[src/rtl/cbm_pkg.sv]
package cbm_pkg;

   typedef struct packed {
      logic ram_en;
      logic wprot;
   } cbm_ctrl_t;

   typedef enum logic [1:0] {
      RGN_IDLE = 2'd0,
      RGN_ROM  = 2'd1,
      RGN_SRAM = 2'd2,
      RGN_DROP = 2'd3
   } cbm_region_e;

endpackage

[src/rtl/cbm_regs.sv]
module cbm_regs
   import cbm_pkg::*;
#(
   parameter int         PAGE_W       = 6,
   parameter int         NUM_SLOTS    = 8,
   parameter logic [7:0] REG_BASE     = 8'hF1,
   parameter bit         HAS_PAGING   = 1'b1,
   parameter bit         HAS_WPROTECT = 1'b1
) (
   input  logic                          clk,
   input  logic                          rst_n,
   input  logic                          io_wr,
   input  logic [7:0]                    io_ofs,
   input  logic [7:0]                    io_data,
   output cbm_ctrl_t                     ctrl,
   output logic [NUM_SLOTS*PAGE_W-1:0]   page_flat
);

   localparam int SLOT_IW  = $clog2(NUM_SLOTS);
   localparam int LAST_OFS = int'(REG_BASE) + 2 * (NUM_SLOTS - 1);

   if (NUM_SLOTS < 2 || (NUM_SLOTS & (NUM_SLOTS - 1)) != 0) begin : g_bad_slots
      $error("cbm_regs: NUM_SLOTS must be a power of two of at least 2");
   end
   if (LAST_OFS > 255) begin : g_bad_base
      $error("cbm_regs: page registers run past the I/O byte range");
   end
   if (PAGE_W < SLOT_IW || PAGE_W > 8) begin : g_bad_page
      $error("cbm_regs: PAGE_W must hold a slot index and fit the data byte");
   end

   logic hit_ctrl;
   assign hit_ctrl = io_wr && (io_ofs == REG_BASE);

   // save-RAM enable
   always_ff @(posedge clk or negedge rst_n) begin
      if (!rst_n)        ctrl.ram_en <= 1'b0;
      else if (hit_ctrl) ctrl.ram_en <= io_data[0];
   end

   // write-protect bit: stored, or tied off when the option is absent
   if (HAS_WPROTECT) begin : g_wprot
      always_ff @(posedge clk or negedge rst_n) begin
         if (!rst_n)        ctrl.wprot <= 1'b0;
         else if (hit_ctrl) ctrl.wprot <= io_data[1];
      end
   end else begin : g_no_wprot
      assign ctrl.wprot = 1'b0;
   end

   // page registers, one per slot; slot 0 hard-wired
   for (genvar s = 0; s < NUM_SLOTS; s++) begin : g_slot
      localparam int         OFS_I  = int'(REG_BASE) + 2 * s;
      localparam logic [7:0] MY_OFS = OFS_I[7:0];
      logic [PAGE_W-1:0] page_q;

      if (s == 0) begin : g_fixed
         assign page_q = '0;
      end else if (HAS_PAGING) begin : g_reg
         always_ff @(posedge clk or negedge rst_n) begin
            if (!rst_n)
               page_q <= PAGE_W'(s);
            else if (io_wr && io_ofs == MY_OFS)
               page_q <= io_data[PAGE_W-1:0];
         end
         // the register holds exactly the written low bits one cycle later
         a_r3_page_load: assert property (@(posedge clk) disable iff (!rst_n)
            (io_wr && io_ofs == MY_OFS) |=> (page_q == $past(io_data[PAGE_W-1:0])));
      end else begin : g_ident
         assign page_q = PAGE_W'(s);
      end

      assign page_flat[s*PAGE_W +: PAGE_W] = page_q;
   end

   logic unused_data_hi;
   assign unused_data_hi = ^io_data;

   // independent decode of "some register was addressed", used only by checks
   logic any_hit;
   assign any_hit = (int'(io_ofs) >= int'(REG_BASE)) && (int'(io_ofs) <= LAST_OFS) &&
                    (io_ofs[0] == REG_BASE[0]);

   // control bits follow data bits 0 and 1 after a control write
   a_r2_ctrl_load: assert property (@(posedge clk) disable iff (!rst_n)
      hit_ctrl |=> (ctrl.ram_en == $past(io_data[0])) &&
                   (!HAS_WPROTECT || ctrl.wprot == $past(io_data[1])));

   // a write that decodes to no register leaves every register alone
   a_r7_ignore_stray: assert property (@(posedge clk) disable iff (!rst_n)
      (io_wr && !any_hit) |=> ($stable(page_flat) && $stable(ctrl)));

endmodule

[src/rtl/cbm_xlate.sv]
module cbm_xlate #(
   parameter int PAGE_W    = 6,
   parameter int NUM_SLOTS = 8,
   parameter int SLOT_AW   = 18
) (
   input  logic [SLOT_AW+$clog2(NUM_SLOTS)-1:0] cpu_addr,
   input  logic [NUM_SLOTS*PAGE_W-1:0]          page_flat,
   output logic [$clog2(NUM_SLOTS)-1:0]         slot,
   output logic [PAGE_W+SLOT_AW-1:0]            rom_addr
);

   localparam int SLOT_IW = $clog2(NUM_SLOTS);
   localparam int CPU_AW  = SLOT_AW + SLOT_IW;

   if (PAGE_W + SLOT_AW > 31) begin : g_bad_span
      $error("cbm_xlate: ROM span too wide");
   end

   logic [PAGE_W-1:0] page;

   assign slot = cpu_addr[CPU_AW-1 -: SLOT_IW];

   always_comb begin
      page = '0;
      for (int i = 0; i < NUM_SLOTS; i++) begin
         if (slot == SLOT_IW'(i)) page = page_flat[i*PAGE_W +: PAGE_W];
      end
   end

   assign rom_addr = {page, cpu_addr[SLOT_AW-1:0]};

endmodule

[src/rtl/cbm_select.sv]
module cbm_select
   import cbm_pkg::*;
#(
   parameter int SLOT_IW   = 3,
   parameter int SRAM_SLOT = 4
) (
   input  logic               cpu_as,
   input  logic               cpu_we,
   input  logic [SLOT_IW-1:0] slot,
   input  cbm_ctrl_t          ctrl,
   output logic               rom_cs,
   output logic               sram_cs,
   output logic               sram_we
);

   if (SRAM_SLOT < 1 || SRAM_SLOT >= (1 << SLOT_IW)) begin : g_bad_sram_slot
      $error("cbm_select: SRAM_SLOT must be a paged slot");
   end

   cbm_region_e region;

   always_comb begin
      if (!cpu_as)
         region = RGN_IDLE;
      else if (ctrl.ram_en && slot == SLOT_IW'(SRAM_SLOT))
         region = RGN_SRAM;
      else if (cpu_we)
         region = RGN_DROP;
      else
         region = RGN_ROM;
   end

   assign rom_cs  = (region == RGN_ROM);
   assign sram_cs = (region == RGN_SRAM);
   assign sram_we = sram_cs && cpu_we && !ctrl.wprot;

endmodule

[src/rtl/cart_bank_mapper.sv]
module cart_bank_mapper
   import cbm_pkg::*;
#(
   parameter int         PAGE_W       = 6,
   parameter int         NUM_SLOTS    = 8,
   parameter int         SLOT_AW      = 18,
   parameter int         SRAM_AW      = 15,
   parameter int         SRAM_SLOT    = 4,
   parameter logic [7:0] REG_BASE     = 8'hF1,
   parameter bit         HAS_PAGING   = 1'b1,
   parameter bit         HAS_WPROTECT = 1'b1
) (
   input  logic        clk,
   input  logic        rst_n,
   input  logic        io_wr,
   input  logic [7:0]  io_ofs,
   input  logic [7:0]  io_data,
   input  logic        cpu_as,
   input  logic        cpu_we,
   input  logic [20:0] cpu_addr,
   output logic [23:0] rom_addr,
   output logic        rom_cs,
   output logic [14:0] sram_addr,
   output logic        sram_cs,
   output logic        sram_we
);

   localparam int SLOT_IW = $clog2(NUM_SLOTS);
   localparam int CPU_AW  = SLOT_AW + SLOT_IW;
   localparam int ROM_AW  = PAGE_W + SLOT_AW;

   if (CPU_AW != 21 || ROM_AW != 24 || SRAM_AW != 15) begin : g_bad_ports
      $error("cart_bank_mapper: parameters do not match the port widths");
   end
   if (SRAM_AW > SLOT_AW) begin : g_bad_sram
      $error("cart_bank_mapper: SRAM larger than one slot");
   end

   cbm_ctrl_t                   ctrl;
   logic [NUM_SLOTS*PAGE_W-1:0] page_flat;
   logic [SLOT_IW-1:0]          slot;

   cbm_regs #(
      .PAGE_W       (PAGE_W),
      .NUM_SLOTS    (NUM_SLOTS),
      .REG_BASE     (REG_BASE),
      .HAS_PAGING   (HAS_PAGING),
      .HAS_WPROTECT (HAS_WPROTECT)
   ) u_regs (
      .clk       (clk),
      .rst_n     (rst_n),
      .io_wr     (io_wr),
      .io_ofs    (io_ofs),
      .io_data   (io_data),
      .ctrl      (ctrl),
      .page_flat (page_flat)
   );

   cbm_xlate #(
      .PAGE_W    (PAGE_W),
      .NUM_SLOTS (NUM_SLOTS),
      .SLOT_AW   (SLOT_AW)
   ) u_xlate (
      .cpu_addr  (cpu_addr),
      .page_flat (page_flat),
      .slot      (slot),
      .rom_addr  (rom_addr)
   );

   cbm_select #(
      .SLOT_IW   (SLOT_IW),
      .SRAM_SLOT (SRAM_SLOT)
   ) u_select (
      .cpu_as  (cpu_as),
      .cpu_we  (cpu_we),
      .slot    (slot),
      .ctrl    (ctrl),
      .rom_cs  (rom_cs),
      .sram_cs (sram_cs),
      .sram_we (sram_we)
   );

   assign sram_addr = cpu_addr[SRAM_AW-1:0];

   // protect bit set means no SRAM write strobe, whatever the access
   a_r6_wp_blocks: assert property (@(posedge clk) disable iff (!rst_n)
      (cpu_as && cpu_we && ctrl.wprot) |-> !sram_we);

   // the two chip selects never overlap
   a_r5_cs_exclusive: assert property (@(posedge clk) disable iff (!rst_n)
      !(rom_cs && sram_cs));

   // a write outside the enabled save-RAM slot selects nothing
   a_r8_rom_write_dropped: assert property (@(posedge clk) disable iff (!rst_n)
      (cpu_as && cpu_we && !sram_cs) |-> !rom_cs);

   // the lowest slot always lands in ROM page 0
   a_r4_slot0_page0: assert property (@(posedge clk) disable iff (!rst_n)
      (cpu_addr[20:18] == 3'd0) |-> (rom_addr[23:18] == 6'd0));

endmodule

[config.mk]
export PLATFORM = sky130hd
export DESIGN_NAME = cart_bank_mapper
export DESIGN_NICKNAME = d
export VERILOG_FILES = /design/src/rtl/cbm_pkg.sv /design/src/rtl/cbm_regs.sv /design/src/rtl/cbm_xlate.sv /design/src/rtl/cbm_select.sv /design/src/rtl/cart_bank_mapper.sv
export SDC_FILE = /design/constraint.sdc
export NUM_CORES = 1
export LEC_CHECK = 0
export BUFFER_PORTS_ARGS = -buffer_cell sky130_fd_sc_hd__buf_2
export CORE_AREA = 2 2 67 82
export CTS_CLUSTER_SIZE = 12
export DETAILED_ROUTE_END_ITERATION = 10
export DIE_AREA = 0 0 69 84
export PLACE_DENSITY_LB_ADDON = 0.08
export SLEW_MARGIN = 20
export SYNTH_ARGS = -nofsm -noshare
export SYNTH_HDL_FRONTEND = slang
export SYNTH_SLANG_ARGS = --single-unit
export TNS_END_PERCENT = 100
[constraint.sdc]
create_clock -name clk -period 3.57 [get_ports clk]
set_clock_uncertainty 0.2 [all_clocks]
set_input_delay 1.071 -clock clk [delete_from_list [all_inputs] [get_ports clk]]
set_output_delay 1.071 -clock clk [all_outputs]
set_load 0.005 [all_outputs]
# Word-level counts from Yosys, hierarchy flattened
# Index checks and enable logic that the tools add are counted.
dict set report op_classes {
  n_mux 10
  reduce_logical 12
  n_eq_ne 17
}
# op n
set op_table {}
lappend op_table {{8-bit == test, second input constant} 8}
lappend op_table {{6-bit two-way mux} 7}
lappend op_table {{3-bit == test, second input constant} 4}
lappend op_table {{1-bit logical AND} 11}
lappend op_table {{3-bit by 2-bit == test with 1-bit output, second input constant} 2}
lappend op_table {{2-bit two-way mux} 3}
lappend op_table {{3-bit by 1-bit == test with 1-bit output, second input constant} 1}
lappend op_table {{2-bit by 1-bit == test with 1-bit output, second input constant} 1}
lappend op_table {{2-bit == test, second input constant} 1}
lappend op_table {{1-bit logical NOT} 1}
dict set report word_totals {
  in_bits 42
  regBits 44
}

# Logic depth before layout (Yosys ltp)
# Gate-level depths: netlist of run 1.
dict set report logic_depth {
  ltp_word 8
  ltp_mapped 5
}

# Modules after synthesis
# A second synthesis of run 1 with hierarchy kept.
dict set report hier_totals {
  hier_cells 206
  area_unflattened_um2 2681.3
}
# module area_each_um2 seq_area_each_um2 n_inst cells_each
set modules_own_cells {}
lappend modules_own_cells {cbm_regs 1835.5 1116.1 1 109}
lappend modules_own_cells {cbm_xlate 695.7 0.0 1 78}
lappend modules_own_cells {cart_bank_mapper 112.6 0.0 1 15}
lappend modules_own_cells {cbm_select 37.5 0.0 1 4}

# Worst setup path before layout of run 1
# No wires, ideal clock.
dict set report synth_timing {
  kind {input-to-output}
  from {in cpu_addr[18]}
  to {out rom_addr[18]}
  path_slack_ns 0.239
  path_buffers 2
  arrival_time_ns 2.060
  cell_stages 5
  cell_sequence {buf_2 > buf_2 > nor2b_1 > a22oi_1 > o221ai_1}
}
dict set report synth_between {
  elab_chain_cells 8
  elab_cells_between_ends 14
}
# item line
set synth_lines {}
lappend synth_lines {{start: declaration} cart_bank_mapper.sv:20} ;# input logic [20:0] cpu_addr,
lappend synth_lines {{3-bit by 1-bit == test with 1-bit output} cbm_xlate.sv:26} ;# if (slot == SLOT_IW'(i)) page = page_flat[i*PAGE_W +: PAGE_W];
lappend synth_lines {{6-bit two-way mux (6 in a row)} cbm_xlate.sv:26}
lappend synth_lines {{6-bit two-way mux *} cbm_xlate.sv:26}
lappend synth_lines {{end: declaration} cart_bank_mapper.sv:21} ;# output logic [23:0] rom_addr,
# Mark *: on every way between the ends. The rest lies on a longest branch, timed or not.

# Final worst setup path of run 1
dict set report layout_timing {
  from {in cpu_addr[18]}
  to {out rom_addr[19]}
}
# The elaborated chain is that of the path after synthesis.

==> insert_results.sql, run 1 <==
INSERT INTO impl_metrics (metric_group, metric, value, unit) VALUES
('sta', 'rsz0062_at_grt', 'false', ''),
('die', 'die_x', '69', 'microns'),
('clock_tree', 'tritoncts', 'built', ''),
('critical_path', 'critical_path_buffers_and_inverters', '3', ''),
('yosys', 'synthDistinctLibCells', '22', ''),
('critical_path', 'critPathMostFrequentCell', 'sky130_fd_sc_hd__buf_4', ''),
('critical_path', 'cpLargestDelayFamily', 'buffers and inverters', ''),
('route', 'dr.pass1.iters', '4', ''),
('grt', 'gr-total-overflow', '0', ''),
('min_path', 'min-delay-start', 'u_regs.g_slot[7].page_q[3]', ''),
('placed_design', 'gp_congestion', '0.8338', ''),
('critical_path', 'startpoint_type', 'primary input', ''),
('grt', 'grt_start_max_net_pins', '45', ''),
('sta', 'worst_slew_margin_rel', '0.3523', ''),
('clock_tree', 'cts-buffers-inserted', '5', ''),
('die', 'starting_utilization_of_the_core_area', '0.4744', ''),
('die', 'design.portCount', '84', ''),
('layout', 'final_net_count', '234', ''),
('route', 'num_vias', '1459', ''),
('critical_path', 'ff2ff_path_depth', '1', ''),
('placed_design', 'dp.cells', '247', ''),
('sta', 'fin_crit_sh', '0.9708', ''),
('critical_path', 'reg2reg_slack', '2610', 'ps'),
('critical_path', 'endpoint_kind', 'output pin', ''),
('sta', 'hold_violations', '0', ''),
('critical_path', 'cp_max_fo', '15', ''),
('sta', 'fin_hold_ws', '308.1', 'ps'),
('critical_path', 'data_required_time_at_the_worst_endpoint', '2300', 'ps'),
('yosys', 'ys_seq_area_frac', '0.4631', ''),
('yosys', 'synthCells', '183', ''),
('route', 'viasPerCell', '5.722', ''),
('clock_tree', 'clk_latency', '290', 'ps'),
('yosys', 'synth_top_cell_area_share', '0.3323', ''),
('die', 'placement_rows', '29', ''),
('placed_design', 'place.port_buffers', '30', ''),
('sta', 'max_freq', '0.2885', 'GHz'),
('layout', 'post-route-util', '0.4966', ''),
('route', 'residual_antenna_violating_net_count_after_detailed_routing', '0', ''),
('clock_tree', 'clock_h_tree_levels', '2', ''),
('min_path', 'holdCritPathClass', 'flop to flop', ''),
('yosys', 'synthesis.nets', '225', ''),
('clock_tree', 'holdBufCountCts', '0', ''),
('clock_tree', 'cts-root-to-sink-buffers', '2', ''),
('layout', 'n_antenna_cell', '0', ''),
('grt', 'grtUsageTotal', '0.1915', ''),
('power_and_ir_drop', 'vdd_drop_max', '256.7', 'uV'),
('yosys', 'cell_types_occupying_the_most_area_after_synthesis', 'sky130_fd_sc_hd__dfrtp_1, sky130_fd_sc_hd__mux2_2, sky130_fd_sc_hd__dfstp_2', ''),
('critical_path', 'cp_cell_sequence', 'buf_4, nor2b_1, buf_4, a22oi_1, o221ai_1, buf_2', ''),
('placed_design', 'dp.final_hpwl', '3.566', 'mm'),
('die', 'dieHeight', '84', 'microns'),
('critical_path', 'crit_path_max_incr_delay', '250', 'ps'),
('clock_tree', 'clock_sink_count', '44', ''),
('clock_tree', 'root_buffer', 'sky130_fd_sc_hd__clkbuf_8', ''),
('route', 'wl_per_cell', '20.08', 'microns'),
('sta', 'setup_viol', '0', ''),
('grt', 'first_pass_grt_wire_length', '8.445', 'mm'),
('yosys', 'netlist_area', '0.002410', 'sq mm'),
('yosys', 'syn_area_per_cell', '13.17', 'sq um'),
('min_path', 'hold-path-cell-count', '1', ''),
('sta', 'tightestPinTransition', '971.5', 'ps'),
('run_status', 'status', 'finished, final reports clean', ''),
('sta', 'slew_violations', '0', ''),
('die', 'design.core.area', '0.005080', 'sq mm'),
('clock_tree', 'path_clk_slew', '80', 'ps'),
('critical_path', 'timing.rr.end', 'u_regs.g_slot[1].page_q[5]', ''),
('route', 'totalWireLength', '5.120', 'mm'),
('critical_path', 'worst_ep_arrival_time', '2190', 'ps'),
('critical_path', 'critPathKind', 'primary input to output pin', ''),
('min_path', 'whs_endpoint', 'u_regs.g_slot[7].page_q[3]', ''),
('route', 'post-route-drc-count', '0', ''),
('layout', 'syn2layout_area_growth', '4.673', '%');
## metrics by stage
step / area [sq um] / setup slack [ps] / setup TNS [ps] / power (W)
floorplan: 2410 / 239.1 / 0 / 0.0006290
global placement: 2436 / -132.1 / -609.8 / 0.0006500
detailed placement: 2436 / -140.5 / -676.2 / 0.0006552
CTS: 2522 / 91.91 / 0 / 0.0009536
global route: 2522 / 28.57 / 0 / 0.0009976
finish: 2522 / 104.1 / 0 / 0.0009474
## power by group
| group | total, W | internal, W | switching [W] | leakage, nW |
|---|---|---|---|---|
| clock network | 0.000302 | 0.000138 | 0.000165 | 0.0422 |
| logic | 0.000107 | 0.0000498 | 0.0000573 | 0.606 |
| registers | 0.000538 | 0.000527 | 0.0000114 | 0.565 |
## metal layers
layer	global-route usage	routed length, microns	vias to the layer above
met5	0	0	-
met4	0.08021	156	0
met3	0.06884	386	17
met2	0.3024	2377	72
met1	0.2369	2199	719
li1	-	-	651
## final cells by class
cell class | count | area [sq um]
Clock buffer | 7 | 76.32
Timing Repair Buffer | 38 | 212.7
Sequential cell | 44 | 1116
Tap cell | 62 | 77.57
Multi-Input combinational cell | 102 | 1031
Fill cell | 458 | 2557
Clock inverter | 1 | 5.005
Inverter | 1 | 3.754
## logic make-up after synthesis
kind of cell	after synthesis	share of synthesized area
and+or+nand+nor	28	0.1059
buffers and inverters	37	0.1101
DFF	44	0.4631
muxes	56	0.2617
AOI/OAI and AO/OA	18	0.05919
## worst max path at each step
stage	end	cells past startpoint	slack (ps)	startpoint
floorplan	rom_addr[18]	5	240	cpu_addr[18]
global placement	rom_addr[18]	5	-130	cpu_addr[18]
detailed placement	rom_addr[18]	5	-140	cpu_addr[18]
CTS	rom_addr[18]	6	90	cpu_addr[18]
global route	rom_addr[19]	6	30	cpu_addr[18]
finish	rom_addr[19]	6	100	cpu_addr[18]
## repair_timing
item                                    in CTS  in global routing
resized for setup                            2                  0
endpoints found under the setup margin       9                  0
buffers inserted                             0                  0
hold endpoints to repair                     0                  0
## sequential cells by signal, summed over array words and instances (netlist names)
signal and count:
u_regs.ctrl 2, u_regs.g_slot.page_q 42
## cells in the final DEF (no fill, tap or decap)
cell                       instances
sky130_fd_sc_hd__and2_1            1
sky130_fd_sc_hd__nand2b_1          2
sky130_fd_sc_hd__clkbuf_8          5
sky130_fd_sc_hd__dfrtp_1          32
sky130_fd_sc_hd__and4b_1           1
sky130_fd_sc_hd__and3b_1           1
sky130_fd_sc_hd__nor4_1            1
sky130_fd_sc_hd__mux2_2           56
sky130_fd_sc_hd__nand3_1           1
sky130_fd_sc_hd__o221ai_1          6
sky130_fd_sc_hd__nand2_1           7
sky130_fd_sc_hd__buf_2            29
sky130_fd_sc_hd__nand3b_1          1
sky130_fd_sc_hd__clkinv_2          1
sky130_fd_sc_hd__nor4_4            1
sky130_fd_sc_hd__nor2b_2           1
sky130_fd_sc_hd__dfstp_2          12
sky130_fd_sc_hd__clkbuf_1          2
sky130_fd_sc_hd__inv_1             1
sky130_fd_sc_hd__nor3_4            6
sky130_fd_sc_hd__nand4_4           1
sky130_fd_sc_hd__a22oi_1          12
sky130_fd_sc_hd__buf_4             9
sky130_fd_sc_hd__nor3b_1           1
sky130_fd_sc_hd__nor2b_1           3
## cell usage after synthesis
library cell and count:
sky130_fd_sc_hd__and4b_1 1, sky130_fd_sc_hd__a22oi_1 12, sky130_fd_sc_hd__nand3b_1 1, sky130_fd_sc_hd__dfstp_2 12, sky130_fd_sc_hd__and2_1 1, sky130_fd_sc_hd__nand2b_1 2, sky130_fd_sc_hd__mux2_2 56, sky130_fd_sc_hd__buf_4 33
sky130_fd_sc_hd__buf_2 2, sky130_fd_sc_hd__nand3_1 1, sky130_fd_sc_hd__nand4_4 1, sky130_fd_sc_hd__clkbuf_1 1, sky130_fd_sc_hd__o221ai_1 6, sky130_fd_sc_hd__nor2b_1 4, sky130_fd_sc_hd__dfrtp_1 32, sky130_fd_sc_hd__nor4_4 1
sky130_fd_sc_hd__nor3b_1 1, sky130_fd_sc_hd__inv_1 1, sky130_fd_sc_hd__nor3_4 6, sky130_fd_sc_hd__nand2_1 7, sky130_fd_sc_hd__and3b_1 1, sky130_fd_sc_hd__nor4_1 1
No activity file was read; power rests on OpenSTA's default activity.
==> run 2: changes to the inputs <==
--- a/config.mk
+++ b/config.mk
@@ -10,7 +10,7 @@
 export CTS_CLUSTER_SIZE = 12
 export DETAILED_ROUTE_END_ITERATION = 10
 export DIE_AREA = 0 0 69 84
-export PLACE_DENSITY_LB_ADDON = 0.08
+export PLACE_DENSITY = 0.79
 export SLEW_MARGIN = 20
 export SYNTH_ARGS = -nofsm -noshare
 export SYNTH_HDL_FRONTEND = slang
==> insert_results.sql, run 2 (same netlist as run 1, synthesis figures left out) <==
INSERT INTO impl_metrics (metric_group, metric, value, unit) VALUES
('placed_design', 'gp_congestion', '0.7274', ''),
('power_and_ir_drop', 'power_frac_clock', '0.311', ''),
('layout', 'layout.cells.most_common', 'sky130_fd_sc_hd__mux2_2', ''),
('sta', 'setup_viol', '0', ''),
('clock_tree', 'tritoncts', 'built', ''),
('power_and_ir_drop', 'comb_power_share', '0.112', ''),
('die', 'die_x', '69', 'microns'),
('grt', 'grtUsageTotal', '0.1683', ''),
('critical_path', 'data_required_time_at_the_worst_endpoint', '2300', 'ps'),
('layout', 'postLayoutCellArea', '0.002517', 'sq mm'),
('route', 'totalWireLength', '4.592', 'mm'),
('route', 'wl_per_cell', '18.08', 'microns'),
('grt', 'grt_antenna_before_repair', '0', ''),
('critical_path', 'cp_max_fo', '13', ''),
('sta', 'max_freq', '0.2899', 'GHz'),
('critical_path', 'critical_path_buffers_and_inverters', '2', ''),
('sta', 'slew_violations', '0', ''),
('sta', 'fin_setup_tns', '0', 'ps'),
('run', 'max-cap-violations', '0', ''),
('sta', 'worst_slew_margin_rel', '0.3748', ''),
('sta', 'fin_hold_ws', '300.9', 'ps'),
('sta', 'worst_slack', '121.1', 'ps'),
('sta', 'final.min_clock_period', '3449', 'ps'),
('route', 'viasPerCell', '5.650', ''),
('layout', 'post-route-util', '0.4956', ''),
('clock_tree', 'clock_sink_count', '44', ''),
('grt', 'vias_in_the_first_global_route', '1525', ''),
('power_and_ir_drop', 'cell_internal_pwr', '0.0007135', 'W'),
('sta', 'rsz0062_at_grt', 'false', ''),
('die', 'placement_rows', '29', ''),
('grt', 'grt_start_max_net_pins', '45', ''),
('clock_tree', 'path_clk_slew', '70', 'ps'),
('route', 'num_vias', '1435', ''),
('run_status', 'status', 'finished, final reports clean', ''),
('placed_design', 'dp_slack', '-43.74', 'ps'),
('power_and_ir_drop', 'seq_power_share', '0.577', ''),
('sta', 'hold_violations', '0', ''),
('layout', 'syn2layout_area_growth', '4.465', '%'),
('sta', 'tightestPinTransition', '937.9', 'ps'),
('die', 'die_area', '0.005796', 'sq mm'),
('critical_path', 'critPathKind', 'primary input to output pin', ''),
('grt', 'gr-total-overflow', '0', ''),
('die', 'design.portCount', '84', ''),
('layout', 'final_net_count', '233', ''),
('grt', 'first_pass_grt_wire_length', '7.645', 'mm'),
('die', 'dieHeight', '84', 'microns'),
('critical_path', 'critical_path.slowest_cell', 'sky130_fd_sc_hd__mux2_2', ''),
('placed_design', 'place.port_buffers', '30', ''),
('layout', 'regMostFlops', 'u_regs.g_slot.page_q', ''),
('die', 'design.core.area', '0.005080', 'sq mm'),
('critical_path', 'worst_ep_arrival_time', '2180', 'ps'),
('power_and_ir_drop', 'swShare', '0.2355', ''),
('route', 'post-route-drc-count', '0', ''),
('sta', 'fin_crit_sh', '0.9661', ''),
('route', 'dr.pass1.iters', '4', ''),
('placed_design', 'dp.final_hpwl', '3.339', 'mm'),
('layout', 'largest_register_ffs', '42', ''),
('critical_path', 'cpLargestDelayFamily', 'buffers and inverters', ''),
('critical_path', 'endpoint_kind', 'output pin', ''),
('clock_tree', 'cts-buffers-inserted', '5', ''),
('clock_tree', 'cts-root-to-sink-buffers', '2', ''),
('layout', 'largest_registers', 'u_regs.g_slot.page_q (42), u_regs.ctrl (2)', ''),
('layout', 'n_antenna_cell', '0', ''),
('critical_path', 'cp_cell_sequence', 'clkbuf_4, mux2_2, a22oi_1, o221ai_1, buf_2', ''),
('power_and_ir_drop', 'power-per-cell-area', '370.7', 'mW/mm^2'),
('die', 'starting_utilization_of_the_core_area', '0.4744', ''),
('power_and_ir_drop', 'vdd_drop_max', '241.3', 'uV'),
('clock_tree', 'root_buffer', 'sky130_fd_sc_hd__clkbuf_8', ''),
('layout', 'drive_gt1_frac', '0.6302', ''),
('clock_tree', 'clock_h_tree_levels', '2', ''),
('route', 'residual_antenna_violating_net_count_after_detailed_routing', '0', ''),
('clock_tree', 'holdBufCountCts', '0', ''),
('layout', 'mostFrequentLayoutCells', 'sky130_fd_sc_hd__mux2_2, sky130_fd_sc_hd__dfrtp_1, sky130_fd_sc_hd__buf_2', ''),
('critical_path', 'startpoint_type', 'primary input', ''),
('power_and_ir_drop', 'switchingPower', '0.0002197', 'W'),
('placed_design', 'detailed_place.area', '0.002429', 'sq mm'),
('route', 'detailedRoute.firstIterationViolations', '78', ''),
('clock_tree', 'clk_latency', '290', 'ps'),
('min_path', 'holdCritPathClass', 'flop to flop', ''),
('critical_path', 'crit_path_max_incr_delay', '360', 'ps'),
('power_and_ir_drop', 'total_leakage_power', '1.209', 'nW');
==> run 2: timing repair <==
item | CTS | global route
setup buffers | 0 | 0
setup endpoints to repair | 4 | 4
resized for setup | 1 | 2
==> run 2: path summary, 6_finish.rpt <==
kind                                       startpoint                          to  slack, ps  cells after the start
max                                      cpu_addr[18]                rom_addr[22]        120                      5
min                        u_regs.g_slot[7].page_q[5]  u_regs.g_slot[7].page_q[5]        300                      1
max reg2reg                u_regs.g_slot[4].page_q[0]  u_regs.g_slot[4].page_q[0]       2610                      1
min reg2reg                u_regs.g_slot[7].page_q[5]  u_regs.g_slot[7].page_q[5]        300                      1
max in group asynchronous                       rst_n  u_regs.g_slot[6].page_q[5]       1860                      1
min in group asynchronous                       rst_n              u_regs.ctrl[0]        730                      1
==> run 2: per-layer routing <==
metal  up-vias  GRT usage  share of wire  wire length, microns
li1        654          -              -                     -
met1       704     0.2173           0.41                  1863
met2        46     0.2526           0.47                  2163
met3        31    0.04469          0.080                   369
met4         0    0.09982          0.043                   196
met5         -          0              0                     0
==> run 2: power groups by stage <==
| stage | registers, W | logic [W] | clock network [W] |
|---|---|---|---|
| 2_1_floorplan | 0.000544 | 0.0000852 | 0 |
| 3_3_place_gp | 0.000546 | 0.000103 | 0 |
| 3_5_place_dp | 0.000547 | 0.000106 | 0 |
| 4_1_cts | 0.000538 | 0.000106 | 0.000301 |
| 5_1_grt | 0.000541 | 0.000116 | 0.000325 |
| 6_report | 0.000538 | 0.000105 | 0.000290 |
==> run 2: stage by stage <==
stage,power (W),std cells
after CTS,0.0009456,254
after detailed placement,0.0006530,246
final,0.0009332,254
after global routing,0.0009824,254
after floorplan,0.0006290,183
after global placement,0.0006485,246
==> run 2: layout make-up <==
type                    instances  area (sq um)
multi-input cells             102          1033
flip-flops and latches         44          1116
repair buffers                 37         205.2
clock buffers                   7         76.32
fillers                       475          2562
well taps                      62         77.57
inverters                       1         3.754
clock inverters                 1         5.005
